File: config.mk
export PLATFORM = sky130hd
export DESIGN_NAME = acp_core
export DESIGN_NICKNAME = d
export VERILOG_FILES = /design/src/rtl/acp_pkg.sv /design/src/rtl/acp_decode.sv /design/src/rtl/acp_agen.sv /design/src/rtl/acp_alu.sv /design/src/rtl/acp_core.sv
export SDC_FILE = /design/constraint.sdc
export NUM_CORES = 1
export LEC_CHECK = 0
export CAP_MARGIN = 15
export CELL_PAD_IN_SITES_DETAIL_PLACEMENT = 2
export CELL_PAD_IN_SITES_GLOBAL_PLACEMENT = 2
export CORE_MARGIN = 10
export CORE_UTILIZATION = 30
export DETAILED_ROUTE_END_ITERATION = 10
export PLACE_DENSITY_LB_ADDON = 0.3
export SETUP_SLACK_MARGIN = 0.2
export SYNTH_ARGS = -nofsm -noshare
export SYNTH_HDL_FRONTEND = slang
export SYNTH_HIERARCHICAL = 1
export SYNTH_SLANG_ARGS = --single-unit
File: constraint.sdc
create_clock -name clk -period 3.2 [get_ports clk]
set_input_delay 0.64 -clock clk [delete_from_list [all_inputs] [get_ports clk]]
set_output_delay 0.64 -clock clk [all_outputs]
set_load 0.01 [all_outputs]
File: src/rtl/acp_pkg.sv
package acp_pkg;
    localparam int unsigned WORD_W = 16;
    localparam int unsigned OPC_W  = 4;
    localparam int unsigned IX_W   = 8;
    localparam int unsigned ADDR_W = WORD_W - OPC_W;

    typedef enum logic [OPC_W-1:0] {
        OP_HALT  = 4'h0,
        OP_LOAD  = 4'h1,
        OP_STORE = 4'h2,
        OP_ADD   = 4'h3,
        OP_SUB   = 4'h4,
        OP_JUMP  = 4'h5,
        OP_JGE   = 4'h6,
        OP_LDFLD = 4'h7,
        OP_STFLD = 4'h8,
        OP_LDX   = 4'h9,
        OP_ADDX  = 4'hA,
        OP_JZI   = 4'hB,
        OP_LDI   = 4'hC,
        OP_STI   = 4'hD,
        OP_INCI  = 4'hE,
        OP_NOP   = 4'hF
    } opcode_e;

    typedef enum logic [1:0] {
        PH_FETCH  = 2'd0,
        PH_DECODE = 2'd1,
        PH_EXEC   = 2'd2,
        PH_HALT   = 2'd3
    } phase_e;

    typedef struct packed {
        phase_e              phase;
        logic [ADDR_W-1:0]   pc;
        logic [WORD_W-1:0]   ac;
        logic [IX_W-1:0]     ix;
        opcode_e             op;
        logic [ADDR_W-1:0]   ea;
    } core_st_t;

    typedef struct packed {
        logic rd_operand;
        logic use_ix;
    } ctl_t;
endpackage

File: src/rtl/acp_decode.sv
module acp_decode
    import acp_pkg::*;
(
    input  opcode_e op,
    output ctl_t    ctl
);
    always_comb begin
        ctl = '0;
        case (op)
            OP_LOAD, OP_ADD, OP_SUB, OP_LDFLD, OP_STFLD, OP_LDI: ctl.rd_operand = 1'b1;
            OP_LDX, OP_ADDX: begin
                ctl.rd_operand = 1'b1;
                ctl.use_ix     = 1'b1;
            end
            default: ctl = '0;
        endcase
    end
endmodule

File: src/rtl/acp_agen.sv
module acp_agen
    import acp_pkg::*;
(
    input  logic [ADDR_W-1:0] field,
    input  logic [IX_W-1:0]   ix,
    input  logic              use_ix,
    output logic [ADDR_W-1:0] ea
);
    localparam int unsigned EXT_W = ADDR_W - IX_W;
    logic [ADDR_W-1:0] ix_ext;

    always_comb begin
        ix_ext = {{EXT_W{ix[IX_W-1]}}, ix};
        ea     = use_ix ? field + ix_ext : field;
    end
endmodule

File: src/rtl/acp_alu.sv
module acp_alu
    import acp_pkg::*;
(
    input  opcode_e           op,
    input  logic [WORD_W-1:0] ac,
    input  logic [WORD_W-1:0] operand,
    output logic [WORD_W-1:0] result
);
    always_comb begin
        case (op)
            OP_LOAD, OP_LDX: result = operand;
            OP_ADD, OP_ADDX: result = ac + operand;
            OP_SUB:          result = ac - operand;
            OP_LDFLD:        result = {{OPC_W{1'b0}}, operand[ADDR_W-1:0]};
            default:         result = ac;
        endcase
    end
endmodule

File: src/rtl/acp_core.sv
module acp_core
    import acp_pkg::*;
(
    input  logic              clk,
    input  logic              rst_n,
    output logic [11:0]       mem_addr,
    output logic [15:0]       mem_wdata,
    output logic              mem_we,
    input  logic [15:0]       mem_rdata,
    output logic              halted
);
    localparam int unsigned EXT_W = WORD_W - IX_W;

    core_st_t          st_q, st_d;
    opcode_e           instr_op;
    logic [ADDR_W-1:0] field;
    ctl_t              ctl;
    logic [ADDR_W-1:0] ea;
    logic [WORD_W-1:0] alu_res;

    assign instr_op = opcode_e'(mem_rdata[WORD_W-1:ADDR_W]);
    assign field    = mem_rdata[ADDR_W-1:0];

    acp_decode u_decode (
        .op  (instr_op),
        .ctl (ctl)
    );

    acp_agen u_agen (
        .field  (field),
        .ix     (st_q.ix),
        .use_ix (ctl.use_ix),
        .ea     (ea)
    );

    acp_alu u_alu (
        .op      (st_q.op),
        .ac      (st_q.ac),
        .operand (mem_rdata),
        .result  (alu_res)
    );

    always_comb begin
        st_d      = st_q;
        mem_addr  = st_q.pc;
        mem_wdata = '0;
        mem_we    = 1'b0;
        halted    = (st_q.phase == PH_HALT);
        case (st_q.phase)
            PH_FETCH: begin
                st_d.phase = PH_DECODE;
            end
            PH_DECODE: begin
                st_d.pc    = st_q.pc + 1'b1;
                st_d.op    = instr_op;
                st_d.ea    = ea;
                st_d.phase = PH_FETCH;
                if (ctl.rd_operand) begin
                    mem_addr   = ea;
                    st_d.phase = PH_EXEC;
                end else begin
                    case (instr_op)
                        OP_HALT: begin
                            st_d.pc    = st_q.pc;
                            st_d.phase = PH_HALT;
                        end
                        OP_STORE: begin
                            mem_addr  = field;
                            mem_wdata = st_q.ac;
                            mem_we    = 1'b1;
                        end
                        OP_STI: begin
                            mem_addr  = field;
                            mem_wdata = {{EXT_W{st_q.ix[IX_W-1]}}, st_q.ix};
                            mem_we    = 1'b1;
                        end
                        OP_JUMP: st_d.pc = field;
                        OP_JGE: begin
                            if (!st_q.ac[WORD_W-1]) st_d.pc = field;
                        end
                        OP_JZI: begin
                            if (st_q.ix == '0) st_d.pc = field;
                            else               st_d.ix = st_q.ix + 1'b1;
                        end
                        OP_INCI: st_d.ix = st_q.ix + field[IX_W-1:0];
                        default: st_d.phase = PH_FETCH;
                    endcase
                end
            end
            PH_EXEC: begin
                mem_addr   = st_q.ea;
                st_d.phase = PH_FETCH;
                st_d.ac    = alu_res;
                if (st_q.op == OP_STFLD) begin
                    mem_wdata = {mem_rdata[WORD_W-1:ADDR_W], st_q.ac[ADDR_W-1:0]};
                    mem_we    = 1'b1;
                end
                if (st_q.op == OP_LDI) st_d.ix = mem_rdata[IX_W-1:0];
            end
            default: st_d = st_q;
        endcase
    end

    always_ff @(posedge clk) begin
        if (!rst_n) begin
            st_q.phase <= PH_FETCH;
            st_q.pc    <= '0;
            st_q.ac    <= '0;
            st_q.ix    <= '0;
            st_q.op    <= OP_NOP;
            st_q.ea    <= '0;
        end else begin
            st_q <= st_d;
        end
    end
endmodule

; Word-level counts from Yosys, hierarchy flattened
; Index checks and enable logic that the tools add are counted.
[op_classes]
add_sub_neg = 6
eq_ne = 30
muxes = 27
n_reduce_logical = 14
[ops]
columns = cell, n
row1 = two-way mux 12 bit, 6
row2 = case mux 16 bit (2 select lines), 2
row3 = case mux 16 bit (4 select lines), 1
row4 = case mux 12 bit (4 select lines), 1
row5 = equality test 4 bit (second input constant), 11
row6 = two-way mux 16 bit, 2
row7 = case mux 8 bit (2 select lines), 2
row8 = equality test 4 x 3 -> 1 bit (second input constant), 6
row9 = two-way mux 8 bit, 3
row10 = case mux 12 bit (2 select lines), 1
row11 = adder 16 bit, 1
row12 = subtractor 16 bit, 1
row13 = adder 12 x 1 -> 12 bit (second input constant), 1
row14 = adder 12 bit, 1
row15 = equality test 4 x 2 -> 1 bit (second input constant), 3
row16 = adder 8 x 1 -> 8 bit (second input constant), 1
row17 = adder 8 bit, 1
row18 = equality test 4 x 1 -> 1 bit (second input constant), 2
row19 = zero test 8 bit, 1
row20 = OR reduction 2 bit, 4
row21 = OR reduction 8 bit, 1
row22 = inequality test 2 bit (second input constant), 3
row23 = case mux 2 bit (3 select lines), 1
row24 = two-way mux 1 bit, 5
row25 = other kinds (13), 16
[word_totals]
ff_bits = 54
output_inout_bits = 30
wordCells = 83

; Logic depth before layout (Yosys ltp)
; Gate-level depths: netlist (run 1).
[depth]
ltp_word = 6
depth_mapped = 15

; Modules after synthesis
; The synthesis (run 1) kept the hierarchy.
[modules_own_cells]
columns = module, instances, cells_each, area_per_inst_um2, seq_area_each_um2
row1 = acp_core, 1, 444, 3509.6, 1081.0
row2 = acp_alu, 1, 218, 1505.2, 0.0
row3 = acp_agen, 1, 96, 703.2, 0.0
row4 = acp_decode, 1, 7, 48.8, 0.0

; Least setup slack after synthesis (run 1)
; No wires, ideal clock.
[synth_timing]
path_type = input -> output
startpoint = in mem_rdata[0]
endpoint = out mem_addr[10]
arrival_ns = 2.711
setup_slack_ns = -0.151
path_stages = 11
path_cell_list = ha_1 > inv_1 > fa_1 > nor2b_4 > o31a_1 > o311a_1 > o21a_1 > o31ai_1 > a32o_1 > a21oi_1 > o21ai_0
[synth_between]
elab_chain_len = 4
[synth_lines]
columns = item, line
row1 = start: declaration, acp_core.sv:9  ; input logic [15:0] mem_rdata,
row2 = adder 12 bit, acp_agen.sv:14  ; ea = use_ix ? field + ix_ext : field;
row3 = two-way mux 12 bit, acp_agen.sv:14
row4 = named net ea[10], acp_core.sv:18  ; logic [ADDR_W-1:0] ea;
row5 = two-way mux 12 bit, acp_core.sv:58  ; if (ctl.rd_operand) begin
row6 = case mux 12 bit (2 select lines), acp_core.sv:49  ; case (st_q.phase)
row7 = end: declaration, acp_core.sv:6  ; output logic [11:0] mem_addr,
; The timed path passes the listed nets, and every way through them passes these cells.

; Worst setup path after layout (run 1)
[layout_timing]
startpoint = in mem_rdata[0]
endpoint = out mem_addr[8]
; Same word-level chain as after synthesis.

==> summary.txt, run 1 <==
STA
  – Setup WS post-layout: -0.604 ns
  – Slew HR: 0.552
  – # setup viols final: 22
  – Max-slew violations: 0
  – Slew @ Worst Pin: 0.665 ns
  – Final hold violations: 0
  – Setup TNS: -7.98 ns
  – Post-Route Skew: 0.0260 ns
  – Minimum clock period: 3.80 ns
  – Fmax: 0.263 GHz
  – Fin crit share: 1.19
  – RSZ-0062 raised after global routing: yes

Floorplan
  – Initial Util: 0.306
  – Width of the die: 159 um
  – Die footprint: 25,200 um^2
  – CORE AREA: 18,800 um^2
  – Number of cell rows: 50
  – Die height: 159 um
  – # IOs: 48

Routing
  – Antenna viol nets, final: 0
  – DR vias/cell: 6.65
  – DR iter-0 viols: 790
  – WL final: 44,500 um
  – WL per Instance: 34.6 um
  – Via count: 8,539
  – DRT Pass-1 Iters: 5
  – DRC viols: 0

Setup path
  – Crit path DAT: 3.16 ns
  – Ordered list of cells on the worst path: buf_8, ha_4, inv_2, fa_2, nor2b_4, o31a_1, buf_4, buf_6, o311ai_4, nand4_1, o311ai_1, buf_4, a32o_1, a21oi_1, o21ai_1, buf_2
  – Worst path slowest cell: o311ai_4
  – Critical Path Start Type: input pin
  – Reg-to-reg startpoint: st_q[16]
  – Reg-to-Reg End: st_q[9]
  – Worst Path Max Fanout: 3
  – Most frequent cell on the critical path: buf_4
  – Critical Path RT: 2.56 ns
  – Worst Setup End Kind: output port
  – Crit Path Category: input pin to output port
  – Worst reg2reg path depth: 22
  – CP max stage delay: 0.30 ns
  – R2R Setup Slk: -0.42 ns

Synthesis
  – Synth area leader: dfxtp_1
  – Sequential area share after synthesis: 0.187
  – Mean Syn Cell Area: 7.54 um^2
  – Synth Cell Area: 5770 um^2
  – Share of the synthesized area in the top cell type: 0.187
  – Post-synth EDFFs: 0
  – Leading post-synthesis cells by cell area: dfxtp_1, ha_1, mux2i_1
  – Post-synthesis cell type count: 77
  – Synth Instances: 765
  – Synth Net Count: 825
  – #FFs+latches synth: 54
  – Ys async rst share: 0
  – Ys flop type: dfxtp_1
  – Yosys warning total: 6

Layout
  – Biggest register: st_q
  – Fill count: 2,015
  – Total Nets Final: 1,084
  – Commonest cells after routing, fill and taps aside: buf_4, nor2_1, nand2_1
  – Share of layout cells above drive strength 1: 0.443
  – Top Registers: st_q x54
  – Util after Layout: 0.500
  – Most common cell after layout, fill and taps aside: buf_4
  – Final antenna diode count: 0
  – Max reg flops: 54
  – Area delta synth->final: 63.2%

Clock tree
  – H-tree Lvls: 2
  – Clk sinks: 54
  – Clock Tree Buf Depth: 2
  – Clock root cell: clkbuf_16
  – TritonCTS Buffers: 5
  – Clock Latency Late Sink: 0.35 ns
  – Clk pin slew, worst setup/hold paths: 0.08 ns
  – CTS tree: done

Global routing
  – First-pass GRT wire length: 53,800 um
  – Gr usage total: 0.281
  – Vias in the first global route: 8,545
  – Grt total ovfl: 0
  – Antenna violations before repair: 1
  – Maximum number of pins on one net before global-route repair: 37

Job
  – Max-cap violations: 0

Min path
  – Hold depth: 2
  – Hold Crit Endpoint: st_q[7]
  – Hold_sp: st_q[7]
  – Hold crit path type: flop to flop

Placement
  – HPWL after DPL: 20,900 um
  – Placer congestion estimate: 0.852
  – Pre-CTS setup slack: -1.24 ns
  – Number of port buffers: 47

Power and ir drop
  – Net load switching power: 1.22 mW
  – Sequential Power Share: 0.270
  – Gate power share: 0.496
  – Switching share of power: 0.428
  – Internal power: 1.63 mW
  – PwrDens: 303 nW/um^2
  – Peak supply drop: 0.000196 V
  – Clock network fraction of total power: 0.234
  – Tot Pwr: 2.85 mW
  – Leakage: 3.91 nW

Outcome
  – Status: finished with violations
  – Failing checks: negative setup slack
-- worst max path at each step --
stage | endpoint | from | cells after the start | slack, ns
2_1_floorplan | mem_addr[10] | mem_rdata[0] | 11 | 0.04
3_3_place_gp | mem_addr[10] | mem_rdata[0] | 13 | -1.17
4_1_cts | mem_addr[10] | mem_rdata[0] | 14 | -0.41
6_report | mem_addr[8] | mem_rdata[0] | 16 | -0.60
3_5_place_dp | mem_addr[10] | mem_rdata[0] | 13 | -1.24
5_1_grt | mem_addr[8] | mem_rdata[0] | 16 | -0.66
-- routing by layer --
layer  global-route usage  share of wire
met1                0.301           0.36
met2                0.507           0.49
met3               0.0534          0.070
met4                0.155          0.088
met5                    0        0.00038
-- power groups by stage --
stage	Combinational [mW]	Sequential (mW)	Clock (mW)
floorplan	0.482	0.758	0
global placement	0.852	0.761	0
detailed placement	0.904	0.766	0
CTS	1.10	0.756	0.621
global route	1.45	0.772	0.686
finish	1.42	0.770	0.668
-- Yosys cell counts (18+ instances only) --
cell	instances
nor2_1	78
ha_1	39
dfxtp_1	54
a21oi_1	67
o21ai_0	51
nand2_1	60
mux2i_1	38
nand3_1	19
clkbuf_1	26
inv_1	24
nand4_1	18
-- layout make-up --
| cell class | instances | area, um^2 | area share |
|---|---|---|---|
| multi-input combinational | 637 | 5250 | 0.557 |
| timing repair buffer | 301 | 2500 | 0.265 |
| sequential | 54 | 1090 | 0.116 |
| tap | 260 | 325 | 0.0346 |
| clock buffer | 6 | 139 | 0.0148 |
| inverter | 25 | 100 | 0.0106 |
| clock inverter | 2 | 12.5 | 0.00133 |
-- timing repair --
item	CTS	global route
pin swaps	78	73
buffers inserted	66	44
endpoints found under the setup margin	46	46
hold buffers	0	0
gates resized for setup	297	104
-- stage by stage --
step                std cells  area, um^2  hold slack (ns)
global placement         1167        7520            0.473
finish                   1285        9410            0.574
global route             1285        9410            0.600
floorplan                 765        5830            0.461
detailed placement       1167        7520            0.493
CTS                      1241        8660            0.517
-- worst max-delay path: cells and delay by family --
| kind | cells | cell delay [ns] |
|---|---|---|
| AO/OA/AOI/OAI | 6 | 1.05 |
| AND/OR/NAND/NOR | 2 | 0.20 |
| adder cells (fa/ha/maj) | 2 | 0.43 |
| buffers and inverters | 6 | 0.81 |
-- cell families (layout without fill, tap and decap cells) --
logic type | after synthesis | after routing | synth area share
muxes | 43 | 43 | 0.0757
and+or+nand+nor | 258 | 258 | 0.236
DFF | 54 | 54 | 0.187
buffers and inverters | 74 | 334 | 0.0545
AOI/OAI and AO/OA | 260 | 260 | 0.300
xor gates and xnor gates | 34 | 34 | 0.0516
adders and majority gates | 42 | 42 | 0.0950
(Power assumes the default switching activity.)
==> run 2, diff against run 1 <==
--- a/config.mk
+++ b/config.mk
@@ -5,11 +5,11 @@
 export SDC_FILE = /design/constraint.sdc
 export NUM_CORES = 1
 export LEC_CHECK = 0
+export ABC_AREA = 1
 export CAP_MARGIN = 15
 export CELL_PAD_IN_SITES_DETAIL_PLACEMENT = 2
 export CELL_PAD_IN_SITES_GLOBAL_PLACEMENT = 2
-export CORE_MARGIN = 10
-export CORE_UTILIZATION = 30
+export CORE_UTILIZATION = 28
 export DETAILED_ROUTE_END_ITERATION = 10
 export PLACE_DENSITY_LB_ADDON = 0.3
 export SETUP_SLACK_MARGIN = 0.2
==> run 2 against run 1 <==
  * Setup slack better by 0.58 ns
  * Non-clock buffer count is 61 lower
  * Largest cell class unchanged
  * Maximum frequency up 18%
  * Cell count is 22% higher
  * The run still ends with negative setup slack left
  * Clock power about the same
  * First-iteration DRC count shrank 41%
  * Synthesized cell count rose by 40%
  * Largest power group unchanged
==> summary.txt, run 2 <==
Routing
  – Antenna viol nets, final: 0 (unchanged)
  – Via count: 8,784 (was 8,539)
  – WL final: 39,700 um (was 44,500 um)
  – DRT Pass-1 Iters: 4 (was 5)
  – WL per Instance: 25.3 um (was 34.6 um)
  – DR iter-0 viols: 468 (was 790)
  – DRC viols: 0 (unchanged)
  – DR vias/cell: 5.60 (was 6.65)

Synthesis
  – Leading post-synthesis cells by cell area: nand2_1, dfxtp_1, inv_1 (was dfxtp_1, ha_1, mux2i_1)
  – Sequential area share after synthesis: 0.179 (was 0.187)
  – Yosys warning total: 6 (unchanged)
  – Most instantiated cells after synthesis: nand2_1, inv_1, nor2_1 (was nor2_1, a21oi_1, nand2_1)
  – Synth Net Count: 1,134 (was 825)
  – Share of the synthesized area in the top cell type: 0.228 (was 0.187)
  – Synth Cell Area: 6050 um^2 (was 5770 um^2)
  – Post-synth EDFFs: 0 (unchanged)
  – Synth Instances: 1,074 (was 765)
  – Ys async rst share: 0 (unchanged)
  – #FFs+latches synth: 54 (unchanged)
  – Mean Syn Cell Area: 5.63 um^2 (was 7.54 um^2)
  – Most frequent cell after synthesis: nand2_1 (was nor2_1)
  – Post-synthesis cell type count: 41 (was 77)
  – Ys flop type: dfxtp_1 (unchanged)
  – Synth area leader: nand2_1 (was dfxtp_1)

Placement
  – Number of port buffers: 47 (unchanged)
  – Placer congestion estimate: 0.920 (was 0.852)
  – HPWL after DPL: 23,300 um (was 20,900 um)
  – Placement Cell Area: 7840 um^2 (was 7520 um^2)
  – Pre-CTS setup slack: -0.757 ns (was -1.24 ns)

Global routing
  – Antenna violations before repair: 0 (was 1)
  – Grt total ovfl: 0 (unchanged)
  – Maximum number of pins on one net before global-route repair: 31 (was 37)
  – Gr usage total: 0.327 (was 0.281)
  – First-pass GRT wire length: 55,000 um (was 53,800 um)
  – Vias in the first global route: 9,513 (was 8,545)

Setup path
  – CP max stage delay: 0.32 ns (was 0.30 ns)
  – Crit Path Category: input pin to flop (was input pin to output port)
  – Most frequent cell on the critical path: nand2_1 (was buf_4)
  – Worst Path Max Fanout: 4 (was 3)
  – Critical Path RT: 3.46 ns (was 2.56 ns)
  – Critical Path Source: mem_rdata[1] (was mem_rdata[0])
  – Ordered list of cells on the worst path: buf_2, buf_6, inv_2, ha_1, inv_1, nor3_2, buf_4, inv_2, o21ai_2, xor2_1, inv_1, ha_4, buf_6, nand2_4, buf_4, nor2_4, nand2_1, nand2_1, or2_0, nand3_1, nand2_1, nor2_1, nor2_1 (was buf_8, ha_4, inv_2, fa_2, nor2b_4, o31a_1, buf_4, buf_6, o311ai_4, nand4_1, o311ai_1, buf_4, a32o_1, a21oi_1, o21ai_1, buf_2)
  – Worst path slowest cell: ha_4 (was o311ai_4)
  – Reg-to-reg startpoint: st_q[14] (was st_q[16])
  – Worst reg2reg path depth: 16 (was 22)
  – Crit path DAT: 3.48 ns (was 3.16 ns)
  – Worst Setup End Kind: flop (was output port)
  – Critical Path Start Type: input pin (unchanged)

Layout
  – Share of layout cells above drive strength 1: 0.349 (was 0.443)
  – Final antenna diode count: 0 (unchanged)
  – Area delta synth->final: 50.8% (was 63.2%)
  – Max reg flops: 54 (unchanged)
  – Final non-filler cell area: 9120 um^2 (was 9410 um^2)
  – Top Registers: st_q x54 (unchanged)
  – Total Nets Final: 1,353 (was 1,084)
  – Most common cell after layout, fill and taps aside: nand2_1 (was buf_4)
  – Biggest register: st_q (unchanged)
  – Commonest cells after routing, fill and taps aside: nand2_1, buf_4, inv_1 (was buf_4, nor2_1, nand2_1)

Outcome
  – Failing checks: negative setup slack (unchanged)
  – Status: finished with violations (unchanged)

Min path
  – Hold_sp: st_q[5] (was st_q[7])
  – Hold crit path type: flop to flop (unchanged)
  – Hold depth: 2 (unchanged)

STA
  – Setup WS post-layout: -0.0261 ns (was -0.604 ns)
  – Minimum clock period: 3.23 ns (was 3.80 ns)
  – Setup TNS: -0.0261 ns (was -7.98 ns)
  – Max-slew violations: 0 (unchanged)
  – Slew HR: 0.439 (was 0.552)
  – # setup viols final: 1 (was 22)
  – Final hold violations: 0 (unchanged)
  – Slew @ Worst Pin: 0.840 ns (was 0.665 ns)
  – Fmax: 0.310 GHz (was 0.263 GHz)
  – Fin crit share: 1.01 (was 1.19)
  – RSZ-0062 raised after global routing: yes (unchanged)
  – Post-Route Skew: 0.0138 ns (was 0.0260 ns)

Clock tree
  – Clock Latency Late Sink: 0.34 ns (was 0.35 ns)
  – Clock Tree Buf Depth: 2 (unchanged)
  – Clk sinks: 54 (unchanged)
  – Clk pin slew, worst setup/hold paths: 0.10 ns (was 0.08 ns)
  – H-tree Lvls: 2 (unchanged)
  – Clock root cell: clkbuf_16 (unchanged)
  – CTS tree: done (unchanged)
  – TritonCTS Buffers: 5 (unchanged)
  – CTS hold repair buffers: 0 (unchanged)

Job
  – Max-cap violations: 0 (unchanged)

Floorplan
  – Die height: 149 um (was 159 um)
  – CORE AREA: 21,100 um^2 (was 18,800 um^2)
  – Die footprint: 22,200 um^2 (was 25,200 um^2)
  – Number of cell rows: 53 (was 50)
  – Width of the die: 149 um (was 159 um)
  – # IOs: 48 (unchanged)
  – Initial Util: 0.287 (was 0.306)

Power and ir drop
  – Leakage: 4.50 nW (was 3.91 nW)
  – Peak supply drop: 0.000232 V (was 0.000196 V)
  – PwrDens: 300 nW/um^2 (was 303 nW/um^2)
  – Tot Pwr: 2.74 mW (was 2.85 mW)
[run 2: cell types whose count changed after synthesis, sizes merged, moves of 14 or more]
cell,change
nor2,+33
nand3,+63
nand2,+319
inv,+121
mux2i,-38
o21ai,+14
[run 2: where the power goes]
group | total (mW) | internal (mW) | switching [mW] | leakage [nW]
Sequential | 0.778 | 0.717 | 0.0611 | 0.443
Clock | 0.670 | 0.304 | 0.366 | 0.0763
Combinational | 1.29 | 0.495 | 0.793 | 3.98
Total | 2.74 | 1.52 | 1.22 | 4.50
[run 2: cell families (layout without fill, tap and decap cells)]
family	count (synthesis)	count (layout)	synth area share
XOR/XNOR	21	21	0.0304
buffers and inverters	175	395	0.113
AO/OA/AOI/OAI	176	176	0.162
adder cells (fa/ha/maj)	42	42	0.0906
AND/OR/NAND/NOR	606	606	0.425
flip-flops	54	54	0.179
[run 2: timing repair]
item	in CTS	in global routing
gates cloned	0	0
buffers inserted	34	12
endpoints found under the setup margin	47	43
resized for setup	247	167
pin swaps	44	79
[run 2: layout make-up]
class / instances / area (um^2)
Fill cell: 2529 / 12000
Multi-Input combinational cell: 845 / 5130
Timing Repair Buffer: 240 / 1830
Sequential cell: 54 / 1090
Inverter: 147 / 569
Tap cell: 275 / 344
Clock buffer: 5 / 125
Clock inverter: 3 / 28.8
[run 2: metrics by stage]
step | hold slack [ns] | instances | util
global placement | 0.449 | 1515 | 0.372
CTS | 0.474 | 1557 | 0.407
detailed placement | 0.460 | 1515 | 0.372
global route | 0.518 | 1569 | 0.433
floorplan | 0.435 | 1074 | -
finish | 0.505 | 1569 | 0.433
[run 2: final timing paths]
kind | end | slack [ns]
hold reg to reg | st_q[5] | 0.51
setup reg to reg | st_q[34] | 0.03
setup / recovery | st_q[34] | -0.03
hold / removal | st_q[5] | 0.51
[run 2: per-layer routing]
layer	part of all wire	vias to the layer above	GRT usage
met1	0.39	4443	0.378
li1	-	3887	-
met3	0.036	155	0.0315
met2	0.52	299	0.594
met4	0.056	0	0.163
met5	0	-	0
[run 2: critical path: cells and delay by family]
kind,cells,cell delay (ns)
AO/OA/AOI/OAI,1,0.17
adder cells (fa/ha/maj),2,0.46
buffers and inverters,9,0.98
XOR/XNOR,1,0.21
AND/OR/NAND/NOR,10,1.02
==> run 3, diff against run 2 <==
--- a/config.mk
+++ b/config.mk
@@ -9,7 +9,8 @@
 export CAP_MARGIN = 15
 export CELL_PAD_IN_SITES_DETAIL_PLACEMENT = 2
 export CELL_PAD_IN_SITES_GLOBAL_PLACEMENT = 2
-export CORE_UTILIZATION = 28
+export CORE_UTILIZATION = 32
+export CTS_BUF_LIST = sky130_fd_sc_hd__clkbuf_4 sky130_fd_sc_hd__clkbuf_8
 export DETAILED_ROUTE_END_ITERATION = 10
 export PLACE_DENSITY_LB_ADDON = 0.3
 export SETUP_SLACK_MARGIN = 0.2
==> constraint.sdc (replaced) <==
create_clock -name clk -period 3 [get_ports clk]
set_input_delay 0.6 -clock clk [delete_from_list [all_inputs] [get_ports clk]]
set_output_delay 0.6 -clock clk [all_outputs]
set_load 0.01 [all_outputs]
==> run 3 against run 2 <==
  * The run now fails in 4_1_cts
  * Synthesized cell count unchanged
  * Synthesized area stayed put
==> summary.txt, run 3 <==
Synthesis
  – Synth Instances: 1,074 (unchanged)
  – Xor-xnor portion of the synthesized cell area: 0.0304 (unchanged)
  – Main combinational cell family by area after synthesis: simple AND/OR/NAND/NOR gates (unchanged)
  – Mean Syn Cell Area: 5.63 um^2 (unchanged)
  – Leading post-synthesis cells by cell area: nand2_1, dfxtp_1, inv_1 (unchanged)
  – Post-synth EDFFs: 0 (unchanged)
  – #FFs+latches synth: 54 (unchanged)
  – Ys flop type: dfxtp_1 (unchanged)
  – Ys async rst share: 0 (unchanged)
  – Sequential area share after synthesis: 0.179 (unchanged)
  – Post-Synth Adder-Cell Area: 0.0906 (unchanged)
  – Most instantiated cells after synthesis: nand2_1, inv_1, nor2_1 (unchanged)
  – Synth Cell Area: 6050 um^2 (unchanged)
  – Most frequent cell after synthesis: nand2_1 (unchanged)
  – Synth area leader: nand2_1 (unchanged)
  – Yosys warning total: 6 (unchanged)
  – Synth Area in Compound Gates: 0.162 (unchanged)
  – Mux cell area share after synthesis: 0 (unchanged)
  – Share of the synthesized area in the top cell type: 0.228 (unchanged)
  – Post-synthesis cell type count: 41 (unchanged)
  – Synth Net Count: 1,134 (unchanged)
  – Synth Area in Simple Gates: 0.425 (unchanged)

Clock tree
  – TritonCTS Buffers: 5 (unchanged)
  – CTS hold repair buffers: 0 (unchanged)
  – H-tree Lvls: 2 (unchanged)
  – Clk sinks: 54 (unchanged)
  – Clock root cell: clkbuf_8 (was clkbuf_16)
  – Clock Tree Buf Depth: 2 (unchanged)
  – Post-CTS sizing: 441 (was 247)
  – Post-CTS Setup Inserts: 47 (was 34)

Placement
  – Placer congestion estimate: 0.844 (was 0.920)
  – Number of port buffers: 47 (unchanged)
  – HPWL after DPL: 27,200 um (was 23,300 um)
  – Pre-CTS setup slack: -1.05 ns (was -0.757 ns)

Floorplan
  – Initial Util: 0.331 (was 0.287)
  – Die height: 140 um (was 149 um)
  – # IOs: 48 (unchanged)
  – Width of the die: 140 um (was 149 um)
  – Number of cell rows: 49 (was 53)

Outcome
  – Stop stage: 4_1_cts
  – Status: stopped before the end (was finished with violations)
  – Error: [ERROR DPL-0033] detailed placement checks failed during check placement.
run 3: cell counts after synthesis:
No cell type changed its count.
run 3: cells by family after synthesis:
family	Yosys count
AND/OR/NAND/NOR	606
AO/OA/AOI/OAI	176
buffers and inverters	175
flip-flops	54
adder cells (fa/ha/maj)	42
XOR/XNOR	21
run 3: stage by stage:
step | cells | area, um^2 | hold WS [ns]
detailed placement | 1483 | 7900 | 0.468
global placement | 1483 | 7900 | 0.443
floorplan | 1074 | 6050 | 0.435
